File: config.mk
export PLATFORM = sky130hd
export DESIGN_NAME = ata_pio_host
export DESIGN_NICKNAME = d
export VERILOG_FILES = /design/src/rtl/ata_pio_pkg.sv /design/src/rtl/ata_pio_mode_reg.sv /design/src/rtl/ata_pio_timing.sv /design/src/rtl/ata_pio_seq.sv /design/src/rtl/ata_pio_host.sv
export SDC_FILE = /design/constraint.sdc
export NUM_CORES = 1
export LEC_CHECK = 0
export ABC_CLOCK_PERIOD_IN_PS = 5500
export BUFFER_PORTS_ARGS = -buffer_cell sky130_fd_sc_hd__clkbuf_2
export CAP_MARGIN = 20
export CORE_UTILIZATION = 57
export CTS_CLUSTER_SIZE = 28
export DETAILED_ROUTE_END_ITERATION = 8
export PLACE_DENSITY = 0.85
export SLEW_MARGIN = 15
export SYNTH_ARGS = -nofsm -noshare
export SYNTH_HDL_FRONTEND = slang
export SYNTH_SLANG_ARGS = --single-unit
export TNS_END_PERCENT = 50
File: constraint.sdc
create_clock -name clk -period 5.5 [get_ports clk]
set_input_delay 0 -clock clk [delete_from_list [all_inputs] [get_ports clk]]
set_output_delay 0 -clock clk [all_outputs]
set_load 0.01 [all_outputs]
File: src/rtl/ata_pio_pkg.sv
package ata_pio_pkg;

    localparam int NUM_MODES = 5;
    localparam int CNT_W     = 8;

    typedef struct packed {
        logic [CNT_W-1:0] setup;
        logic [CNT_W-1:0] active;
        logic [CNT_W-1:0] recover;
    } pio_tim_t;

    typedef enum logic [1:0] {
        ST_IDLE,
        ST_SETUP,
        ST_STROBE,
        ST_RECOVER
    } seq_state_t;

    function automatic int ceil_clk(input int ns, input int clk_ns);
        return (ns + clk_ns - 1) / clk_ns;
    endfunction

    // Nanosecond limits per PIO mode, converted to clock counts.
    function automatic pio_tim_t pio_calc(input int mode, input int clk_ns);
        int cyc_ns, set_ns, act_ns, rec_ns;
        int c_set, c_act, c_rem, c_rec;
        pio_tim_t r;
        unique case (mode)
            0:       begin cyc_ns = 600; set_ns = 70; act_ns = 165; rec_ns = 0;  end
            1:       begin cyc_ns = 383; set_ns = 50; act_ns = 125; rec_ns = 0;  end
            2:       begin cyc_ns = 240; set_ns = 30; act_ns = 100; rec_ns = 0;  end
            3:       begin cyc_ns = 180; set_ns = 30; act_ns = 80;  rec_ns = 70; end
            default: begin cyc_ns = 120; set_ns = 25; act_ns = 70;  rec_ns = 25; end
        endcase
        c_set = ceil_clk(set_ns, clk_ns);
        c_act = ceil_clk(act_ns, clk_ns);
        c_rem = ceil_clk(cyc_ns, clk_ns) - c_set - c_act;
        c_rec = ceil_clk(rec_ns, clk_ns);
        if (c_rem > c_rec) c_rec = c_rem;
        if (c_rec < 1)     c_rec = 1;
        if (c_set < 1)     c_set = 1;
        if (c_act < 1)     c_act = 1;
        r.setup   = CNT_W'(c_set);
        r.active  = CNT_W'(c_act);
        r.recover = CNT_W'(c_rec);
        return r;
    endfunction

endpackage

File: src/rtl/ata_pio_mode_reg.sv
module ata_pio_mode_reg
    import ata_pio_pkg::*;
(
    input  logic       clk,
    input  logic       rst_n,
    input  logic       we,
    input  logic [2:0] wdata,
    output logic [2:0] mode_q
);

    always_ff @(posedge clk) begin
        if (!rst_n) begin
            mode_q <= 3'd0;
        end else if (we && (int'(wdata) < NUM_MODES)) begin
            mode_q <= wdata;
        end
    end

    assert_mode_legal_R12: assert property (@(posedge clk) disable iff (!rst_n)
        int'(mode_q) < NUM_MODES);

    assert_bad_write_ignored_R12: assert property (@(posedge clk) disable iff (!rst_n)
        (we && int'(wdata) >= NUM_MODES) |=> $stable(mode_q));

endmodule

File: src/rtl/ata_pio_timing.sv
module ata_pio_timing
    import ata_pio_pkg::*;
#(
    parameter int CLK_NS = 4
) (
    input  logic [2:0] mode,
    output pio_tim_t   tim
);

    pio_tim_t tbl [NUM_MODES];

    for (genvar g = 0; g < NUM_MODES; g++) begin : g_mode
        assign tbl[g] = pio_calc(g, CLK_NS);
    end

    always_comb begin
        if (int'(mode) < NUM_MODES) tim = tbl[mode];
        else                        tim = tbl[NUM_MODES-1];
    end

endmodule

File: src/rtl/ata_pio_seq.sv
module ata_pio_seq
    import ata_pio_pkg::*;
#(
    parameter int TMO_CLKS = 300,
    parameter int FAST_MIN = 3
) (
    input  logic        clk,
    input  logic        rst_n,
    input  logic [2:0]  mode_in,
    input  pio_tim_t    tim,
    output logic [2:0]  look_mode,
    input  logic        req_valid,
    output logic        req_ready,
    input  logic        req_write,
    input  logic        req_sel_ctrl,
    input  logic [2:0]  req_addr,
    input  logic [15:0] req_wdata,
    output logic        rsp_valid,
    output logic [15:0] rsp_rdata,
    output logic        rsp_err,
    output logic        ata_cs0_n,
    output logic        ata_cs1_n,
    output logic [2:0]  ata_da,
    output logic        ata_dior_n,
    output logic        ata_diow_n,
    input  logic        ata_iordy,
    input  logic [15:0] ata_dd_in,
    output logic [15:0] ata_dd_out,
    output logic        ata_dd_oe
);

    localparam int WAIT_W = $clog2(TMO_CLKS + 1);
    localparam logic [WAIT_W-1:0] WAIT_LAST = WAIT_W'(TMO_CLKS - 1);

    seq_state_t        state;
    logic [CNT_W-1:0]  cnt;
    logic [WAIT_W-1:0] wcnt;
    logic [2:0]        cyc_mode;
    logic              wr_q, ctrl_q, err_q;
    logic [2:0]        addr_q;
    logic [15:0]       wdata_q, rdata_q;
    logic              use_iordy, busy;

    assign use_iordy = int'(cyc_mode) >= FAST_MIN;
    assign look_mode = (state == ST_IDLE) ? mode_in : cyc_mode;

    // State register and counters
    always_ff @(posedge clk) begin
        if (!rst_n) begin
            state    <= ST_IDLE;
            cnt      <= '0;
            wcnt     <= '0;
            cyc_mode <= 3'd0;
            wr_q     <= 1'b0;
            ctrl_q   <= 1'b0;
            addr_q   <= 3'd0;
            wdata_q  <= 16'd0;
            rdata_q  <= 16'd0;
            err_q    <= 1'b0;
        end else begin
            unique case (state)
                ST_IDLE: begin
                    if (req_valid) begin
                        state    <= ST_SETUP;
                        cnt      <= tim.setup - 1'b1;
                        wcnt     <= '0;
                        cyc_mode <= mode_in;
                        wr_q     <= req_write;
                        ctrl_q   <= req_sel_ctrl;
                        addr_q   <= req_addr;
                        wdata_q  <= req_wdata;
                        err_q    <= 1'b0;
                    end
                end
                ST_SETUP: begin
                    if (cnt == '0) begin
                        state <= ST_STROBE;
                        cnt   <= tim.active - 1'b1;
                    end else begin
                        cnt <= cnt - 1'b1;
                    end
                end
                ST_STROBE: begin
                    if (cnt != '0) begin
                        cnt <= cnt - 1'b1;
                    end else if (!use_iordy || ata_iordy || wcnt == WAIT_LAST) begin
                        state <= ST_RECOVER;
                        cnt   <= tim.recover - 1'b1;
                        if (!wr_q) rdata_q <= ata_dd_in;
                        if (use_iordy && !ata_iordy) err_q <= 1'b1;
                    end else begin
                        wcnt <= wcnt + 1'b1;
                    end
                end
                ST_RECOVER: begin
                    if (cnt == '0) state <= ST_IDLE;
                    else           cnt   <= cnt - 1'b1;
                end
                default: state <= ST_IDLE;
            endcase
        end
    end

    // Outputs
    always_comb begin
        busy       = (state != ST_IDLE);
        req_ready  = (state == ST_IDLE);
        ata_cs0_n  = !(busy && !ctrl_q);
        ata_cs1_n  = !(busy && ctrl_q);
        ata_da     = busy ? addr_q : 3'd0;
        ata_dior_n = !((state == ST_STROBE) && !wr_q);
        ata_diow_n = !((state == ST_STROBE) && wr_q);
        ata_dd_oe  = busy && wr_q;
        ata_dd_out = wdata_q;
        rsp_valid  = (state == ST_RECOVER) && (cnt == '0);
        rsp_rdata  = rdata_q;
        rsp_err    = err_q;
    end

    assert_one_select_R5: assert property (@(posedge clk) disable iff (!rst_n)
        $onehot0({~ata_cs0_n, ~ata_cs1_n}));

    assert_strobe_exclusive_R7: assert property (@(posedge clk) disable iff (!rst_n)
        !(!ata_dior_n && !ata_diow_n));

    assert_setup_before_strobe_R2: assert property (@(posedge clk) disable iff (!rst_n)
        $fell(ata_dior_n & ata_diow_n) |-> $past(!(ata_cs0_n & ata_cs1_n)));

    assert_addr_hold_R5: assert property (@(posedge clk) disable iff (!rst_n)
        $rose(ata_dior_n & ata_diow_n) |-> !(ata_cs0_n & ata_cs1_n));

    assert_addr_stable_R5: assert property (@(posedge clk) disable iff (!rst_n)
        (!(ata_cs0_n & ata_cs1_n) && $past(!(ata_cs0_n & ata_cs1_n))) |-> $stable(ata_da));

    assert_wdata_stable_R7: assert property (@(posedge clk) disable iff (!rst_n)
        (ata_dd_oe && $past(ata_dd_oe)) |-> $stable(ata_dd_out));

    assert_slow_no_stretch_R9: assert property (@(posedge clk) disable iff (!rst_n)
        (state == ST_STROBE && !use_iordy) |-> (wcnt == '0));

    assert_stretch_bound_R10: assert property (@(posedge clk) disable iff (!rst_n)
        (state == ST_STROBE) |-> (int'(wcnt) < TMO_CLKS));

    assert_rsp_then_idle_R6: assert property (@(posedge clk) disable iff (!rst_n)
        rsp_valid |=> (req_ready && !rsp_valid));

endmodule

File: src/rtl/ata_pio_host.sv
module ata_pio_host
    import ata_pio_pkg::*;
#(
    parameter int CLK_NS   = 4,
    parameter int TMO_CLKS = 300
) (
    input  logic        clk,
    input  logic        rst_n,
    input  logic        mode_we,
    input  logic [2:0]  mode_wdata,
    input  logic        req_valid,
    output logic        req_ready,
    input  logic        req_write,
    input  logic        req_sel_ctrl,
    input  logic [2:0]  req_addr,
    input  logic [15:0] req_wdata,
    output logic        rsp_valid,
    output logic [15:0] rsp_rdata,
    output logic        rsp_err,
    output logic        ata_cs0_n,
    output logic        ata_cs1_n,
    output logic [2:0]  ata_da,
    output logic        ata_dior_n,
    output logic        ata_diow_n,
    input  logic        ata_iordy,
    input  logic [15:0] ata_dd_in,
    output logic [15:0] ata_dd_out,
    output logic        ata_dd_oe
);

    logic [2:0] pend_mode;
    logic [2:0] look_mode;
    pio_tim_t   tim;

    ata_pio_mode_reg u_mode (
        .clk    (clk),
        .rst_n  (rst_n),
        .we     (mode_we),
        .wdata  (mode_wdata),
        .mode_q (pend_mode)
    );

    ata_pio_timing #(.CLK_NS(CLK_NS)) u_tim (
        .mode (look_mode),
        .tim  (tim)
    );

    ata_pio_seq #(.TMO_CLKS(TMO_CLKS)) u_seq (
        .clk          (clk),
        .rst_n        (rst_n),
        .mode_in      (pend_mode),
        .tim          (tim),
        .look_mode    (look_mode),
        .req_valid    (req_valid),
        .req_ready    (req_ready),
        .req_write    (req_write),
        .req_sel_ctrl (req_sel_ctrl),
        .req_addr     (req_addr),
        .req_wdata    (req_wdata),
        .rsp_valid    (rsp_valid),
        .rsp_rdata    (rsp_rdata),
        .rsp_err      (rsp_err),
        .ata_cs0_n    (ata_cs0_n),
        .ata_cs1_n    (ata_cs1_n),
        .ata_da       (ata_da),
        .ata_dior_n   (ata_dior_n),
        .ata_diow_n   (ata_diow_n),
        .ata_iordy    (ata_iordy),
        .ata_dd_in    (ata_dd_in),
        .ata_dd_out   (ata_dd_out),
        .ata_dd_oe    (ata_dd_oe)
    );

endmodule

# ---- Word level (Yosys, flattened, before mapping)
# Memory sizes are Yosys's and may differ from the RTL's.
# Cells that the tools add are included.
dict set report word_totals {
  input_bits 45
  register_bits 63
  elab_cells 92
  n_memories 1
  rom_bits 192
}
dict set report classes {
  n_reduce_logical 29
  addsub 5
  bitwise_logic 3
  n_eq_ne 13
  n_mux 26
  order_cmp 4
}
# memory depth width read_ports rd_ports_with_merged_regs write_ports line_no
set memory_table {}
lappend memory_table {{(no name shown)} 8 24 1 0 0 ata_pio_timing.sv:17} ;# if (int'(mode) < NUM_MODES) tim = tbl[mode];
# operator count
set ops {}
lappend ops {{$mux W24} 3}
lappend ops {{$mux W8} 5}
lappend ops {{$pmux W8 S4} 1}
lappend ops {{$sub A8 B1 Y8 const B} 4}
lappend ops {{$mux W9} 3}
lappend ops {{$pmux W9 S2} 1}
lappend ops {{$mux W2} 5}
lappend ops {{$reduce_and A5 Y1} 2}
lappend ops {{$add A9 B1 Y9 const B} 1}
lappend ops {{$eq A9 B9 Y1 const B} 1}
lappend ops {{$logic_and A1 B1 Y1} 8}
lappend ops {{$logic_not A1 Y1} 8}
lappend ops {{$logic_not A8 Y1} 1}
lappend ops {{$ne A2 B1 Y1 const B} 4}
lappend ops {{$ne A2 B2 Y1 const B} 4}
lappend ops {{$pmux W2 S4} 1}
lappend ops {{$reduce_and A4 Y1} 2}
lappend ops {{$reduce_bool A8 Y1} 1}
lappend ops {{$lt A3 B3 Y1 const B} 2}
lappend ops {{$mux W3} 2}
lappend ops {{$eq A2 B2 Y1 const B} 2}
lappend ops {{$ge A4 B4 Y1 const B} 1}
lappend ops {{$mux W1} 4}
lappend ops {{$not A3 Y4} 1}
lappend ops {{other kinds (10)} 13}

# ---- Depth between registers and ports, before layout
dict set report logic_depth {
  ltp_word 11
  mapped_depth 13
  mapped_depth_nobuf 12
}

# ---- Modules after synthesis
# Synthesis repeated with hierarchy kept, for this count alone.
dict set report hier_totals {
  cells_unflattened 434
  hier_area_um2 3573.4
}
# module n_inst area_each_um2 cells_per_inst
set by_module_without_submodules {}
lappend by_module_without_submodules {ata_pio_seq 1 3170.5 385}
lappend by_module_without_submodules {ata_pio_timing 1 249.0 34}
lappend by_module_without_submodules {ata_pio_mode_reg 1 153.9 15}

# ---- Worst setup path before layout
# Ideal clock, no wire load.
dict set report synth_path {
  kind {register to register}
  start {reg u_seq.state[0]}
  end {reg u_seq.cnt[5]}
  required_time_ps 5383
  period_less_slack_ps 2833
  path_slack_ps 2667
  t_arrival_ps 2716
  setup_time_ps 117
  stages_incl_launch_ff 12
  path_cell_list {dfxtp_1 > inv_1 > ha_1 > buf_2 > mux2i_1 > inv_1 > ha_1 > or4_4 > a21o_1 > a32oi_1 > o22ai_1 > a32o_1}
}
dict set report synth_between {
  elab_chain_len 11
}
# element line_no
set synth_lines {}
lappend synth_lines {{start, declared} ata_pio_seq.sv:35} ;# seq_state_t state;
lappend synth_lines {{start signal, assigned} ata_pio_seq.sv:50} ;# state <= ST_IDLE;
lappend synth_lines {{start signal, assigned} ata_pio_seq.sv:64} ;# state <= ST_SETUP;
lappend synth_lines {{start signal, assigned} ata_pio_seq.sv:77} ;# state <= ST_STROBE;
lappend synth_lines {{$logic_not A2 Y1 (*)} -}
lappend synth_lines {{via req_ready} ata_pio_host.sv:12} ;# output logic req_ready,
lappend synth_lines {{$mux W3} ata_pio_seq.sv:45} ;# assign look_mode = (state == ST_IDLE) ? mode_in : cyc_mode;
lappend synth_lines {{$not A3 Y4 (not written as such)} ata_pio_timing.sv:17}
lappend synth_lines {{$mem_v2 Z8 W24} -}
lappend synth_lines {{$mux W24 (not written as such) (2 in a row)} ata_pio_timing.sv:17}
lappend synth_lines {{$mux W24} ata_pio_timing.sv:17}
lappend synth_lines {{$sub A8 B1 Y8} ata_pio_seq.sv:88} ;# cnt <= tim.recover - 1'b1;
lappend synth_lines {{$mux W8} ata_pio_seq.sv:86} ;# end else if (!use_iordy || ata_iordy || wcnt == WAIT_LAST) begin
lappend synth_lines {{$mux W8} ata_pio_seq.sv:84} ;# if (cnt != '0) begin
lappend synth_lines {{$pmux W8 S4} ata_pio_seq.sv:61} ;# unique case (state)
lappend synth_lines {{end signal, assigned} ata_pio_seq.sv:65} ;# cnt <= tim.setup - 1'b1;
lappend synth_lines {{end signal, assigned} ata_pio_seq.sv:85} ;# cnt <= cnt - 1'b1;
lappend synth_lines {{end signal, assigned} ata_pio_seq.sv:88}
lappend synth_lines {{end, declared} ata_pio_seq.sv:36} ;# logic [CNT_W-1:0] cnt;
# The timed path passes the listed nets; every way through them passes the cells marked *. The select of a mux whose other input is x is not followed.
# A chain may end at the register's enable or synchronous reset.

# ---- Worst setup path after layout
dict set report layout_path {
  start {reg u_seq.state[0]}
  end {reg u_seq.cnt[5]}
}
dict set report layout_between {
  elab_chain_len 11
}
# element line_no
set layout_lines {}
lappend layout_lines {{$logic_not A2 Y1} {ata_pio_seq.sv:45, ata_pio_seq.sv:61}}
lappend layout_lines {{$mux W3} ata_pio_seq.sv:45}
lappend layout_lines {{$not A3 Y4 (not written as such)} ata_pio_timing.sv:17}
lappend layout_lines {{$mem_v2 Z8 W24} -}
lappend layout_lines {{$mux W24 (not written as such) (2 in a row)} ata_pio_timing.sv:17}
lappend layout_lines {{$mux W24} ata_pio_timing.sv:17}
lappend layout_lines {{$sub A8 B1 Y8} ata_pio_seq.sv:88}
lappend layout_lines {{$mux W8} ata_pio_seq.sv:86}
lappend layout_lines {{$mux W8} ata_pio_seq.sv:84}
lappend layout_lines {{$pmux W8 S4} ata_pio_seq.sv:61}
# Parallel ways exist; a longest one is shown, timed or not. The select of a mux whose other input is x is not followed.

==> impl_metrics.json <==
{
  "vias": 3417,
  "grt_use_total_pct": 32.5,
  "numCtsBuffers": 9,
  "netlist_instances": 399,
  "period_needed_ps": 3380,
  "drc_errors": 0,
  "port_buffers": 87,
  "tightest_slew_ps": 987,
  "post-route-util_pct": 79.5,
  "finalSetupTns_ps": 0,
  "placed_cells": 541,
  "synthArstFlopShare_pct": 0,
  "fin_ws_ps": 2120,
  "min_period_over_period_pct": 61.5,
  "num_rows": 27,
  "ant_nets": 0,
  "power.leakage_nw": 1.84,
  "worstReg2RegEnd": "u_seq.cnt[5]",
  "drv_slew": 0,
  "r2r_setup_slack_ps": 2120,
  "hold_viol_final": 0,
  "synth.avg_cell_area_sq_um": 8.46,
  "use_met2_pct": 59.1,
  "power_mw": 1.89,
  "cp.required_ps": 5730,
  "crit_path_max_fanout": 23,
  "mostFrequentLayoutCell": "clkbuf_2",
  "syn_area_sq_um": 3370,
  "nets": 584,
  "design.portCount": 88,
  "dpl_cell_area_sq_um": 3820,
  "finalSetupViolations": 0,
  "clk_latency_ps": 340,
  "dieHeight_microns": 78.9,
  "r2r-start": "u_seq.state[0]",
  "max_freq_mhz": 296,
  "busiest_layer": "met2",
  "synth_flop_cell": "dfxtp_1",
  "min_to": "u_seq.cnt[4]",
  "die_x_microns": 78.9,
  "grt-ovfl-total": 0,
  "syn_nets": 460,
  "synth_cell_types": 57,
  "clk_pin_slew_ps": 70,
  "min_from": "req_valid",
  "status": "finished, final reports clean",
  "area_growth_pct": 32.2,
  "cts_tree": "built",
  "fin_hold_ws_ps": 50.6,
  "met1_usage_pct": 35.4,
  "core_area_sq_um": 5610,
  "power.density_nw_per_um2": 425,
  "grt_start_max_net_pins": 60,
  "stdcell_area_sq_um": 4460,
  "vias_per_cell": 5.70,
  "dieArea_sq_um": 6230,
  "cts-root-buf": "clkbuf_8",
  "wl_mm": 9.60,
  "vdd_ir_drop_max_mv": 0.320,
  "yosysSeqAreaShare_pct": 37.4,
  "drive_gt1_share_pct": 21.4,
  "cts_buffer_depth": 2,
  "worstHoldPathType": "input pin to register",
  "final_cell_mix": "87 x clkbuf_2, 75 x nand2_1, 63 x dfxtp_1",
  "pre_cts_slack_ps": 2220,
  "fin_cells": 599,
  "antenna_found_initial": 0,
  "arrival_ps": 3620,
  "wire_per_inst_microns": 16.0,
  "hpwl_mm": 5.63,
  "skew_ps": 8.16,
  "reg2reg_depth": 10,
  "synth_area_leaders": "dfxtp_1 37%, nand2_1 8.3%, a21boi_0 6.0%",
  "whs_path_depth": 3,
  "end_kind": "register",
  "gp_congestion": 0.856,
  "htree_levels": 3,
  "drv_cap": 0,
  "cp-start-kind": "register",
  "initialDrtViolationCount": 254,
  "worstSetupPathType": "register to register",
  "worst_slew_margin_rel_pct": 34.2,
  "use_met3_pct": 8.85,
  "antenna-diode-count": 0,
  "grt_pass1_vias": 3360,
  "ys_warn_count": 0,
  "drt_pass1_iterations": 5,
  "synth_top_area_share_pct": 37.4,
  "grt_pass1_wl_mm": 15.8,
  "nFillCells": 362,
  "synth-seq-cells": 63,
  "rsz0062_at_grt": "false",
  "synth_edf_count": 0,
  "cts_sinks": 63,
  "start_util_pct": 60.2,
  "synth_area_leader_cell": "dfxtp_1"
}
## cells by family (layout without fill, tap and decap cells)
kind of cell / after synthesis / after routing / synth area share (%)
multiplexers: 22 / 22 / 6.75
XOR/XNOR: 14 / 14 / 3.63
AND/OR/NAND/NOR: 170 / 170 / 25.0
AO/OA/AOI/OAI: 86 / 86 / 17.8
flip-flops: 63 / 63 / 37.4
buffers and inverters: 28 / 156 / 3.52
adder cells (fa/ha/maj): 16 / 16 / 5.93
## worst max-delay path, cell delays in order (launching register included)
cell and delay (ps):
dfxtp_1 330, inv_1 130, ha_1 690, mux2i_1 450
inv_1 120, ha_1 260, or4_4 550, a21o_1 180
a32oi_1 200, o22ai_1 120, a32o_1 230
## metal layers
metal,wire [microns],up-vias,share of wire (%)
li1,-,1634,-
met1,3860,1587,40
met2,4820,176,50
met3,732,20,7.6
met4,184,0,1.9
met5,0,-,0
## power by group
group / total, mW / switching [mW] / internal, mW
clock: 0.423 / 0.178 / 0.245
combinational: 0.889 / 0.552 / 0.337
sequential: 0.582 / 0.0622 / 0.520
total: 1.89 / 0.792 / 1.10
## how the worst max path moves through the flow
stage / startpoint / to / slack (ps) / depth (start not counted)
after floorplan: u_seq.state[0] / u_seq.cnt[5] / 2670 / 11
after global placement: u_seq.state[0] / u_seq.cnt[5] / 2370 / 10
after detailed placement: u_seq.state[0] / u_seq.cnt[5] / 2220 / 10
after CTS: u_seq.state[0] / u_seq.cnt[5] / 2150 / 10
after global routing: u_seq.state[0] / u_seq.cnt[5] / 1960 / 10
final: u_seq.state[0] / u_seq.cnt[5] / 2120 / 10
## cell usage after synthesis, types with 6 or more instances
cell and number:
ha_1 16, nand2_1 75, o21ai_0 16, clkbuf_1 14, a21oi_1 7, nor3_1 6, xor2_1 8, nand3_1 7
nor2_1 24, a21boi_0 27, nor2b_1 27, xnor2_1 6, dfxtp_1 63, mux2i_1 19, inv_1 10
## sequential cells by signal, indices dropped and copies added, names as in the netlist
register	count
u_seq.ata_dd_out	16
u_seq.rsp_rdata	16
u_seq.wcnt	9
u_seq.cnt	8
u_mode.mode_q	3
u_seq.addr_q	3
u_seq.cyc_mode	3
u_seq.state	2
u_seq.ctrl_q	1
u_seq.rsp_err	1
u_seq.wr_q	1
## repair_timing
item	CTS	global route
hold endpoints to repair	41	0
hold buffers	43	0
setup buffers	0	0
resized for setup	0	0
## area by class of cell
type	instances	area, sq um	area share, %
clock buffers	13	169	3.79
flip-flops and latches	63	1260	28.3
inverters	11	41.3	0.926
repair buffers	130	866	19.4
multi-input cells	308	1990	44.7
clock inverters	2	38.8	0.870
well taps	72	90.1	2.02
Power figures use the tool's default switching activity.
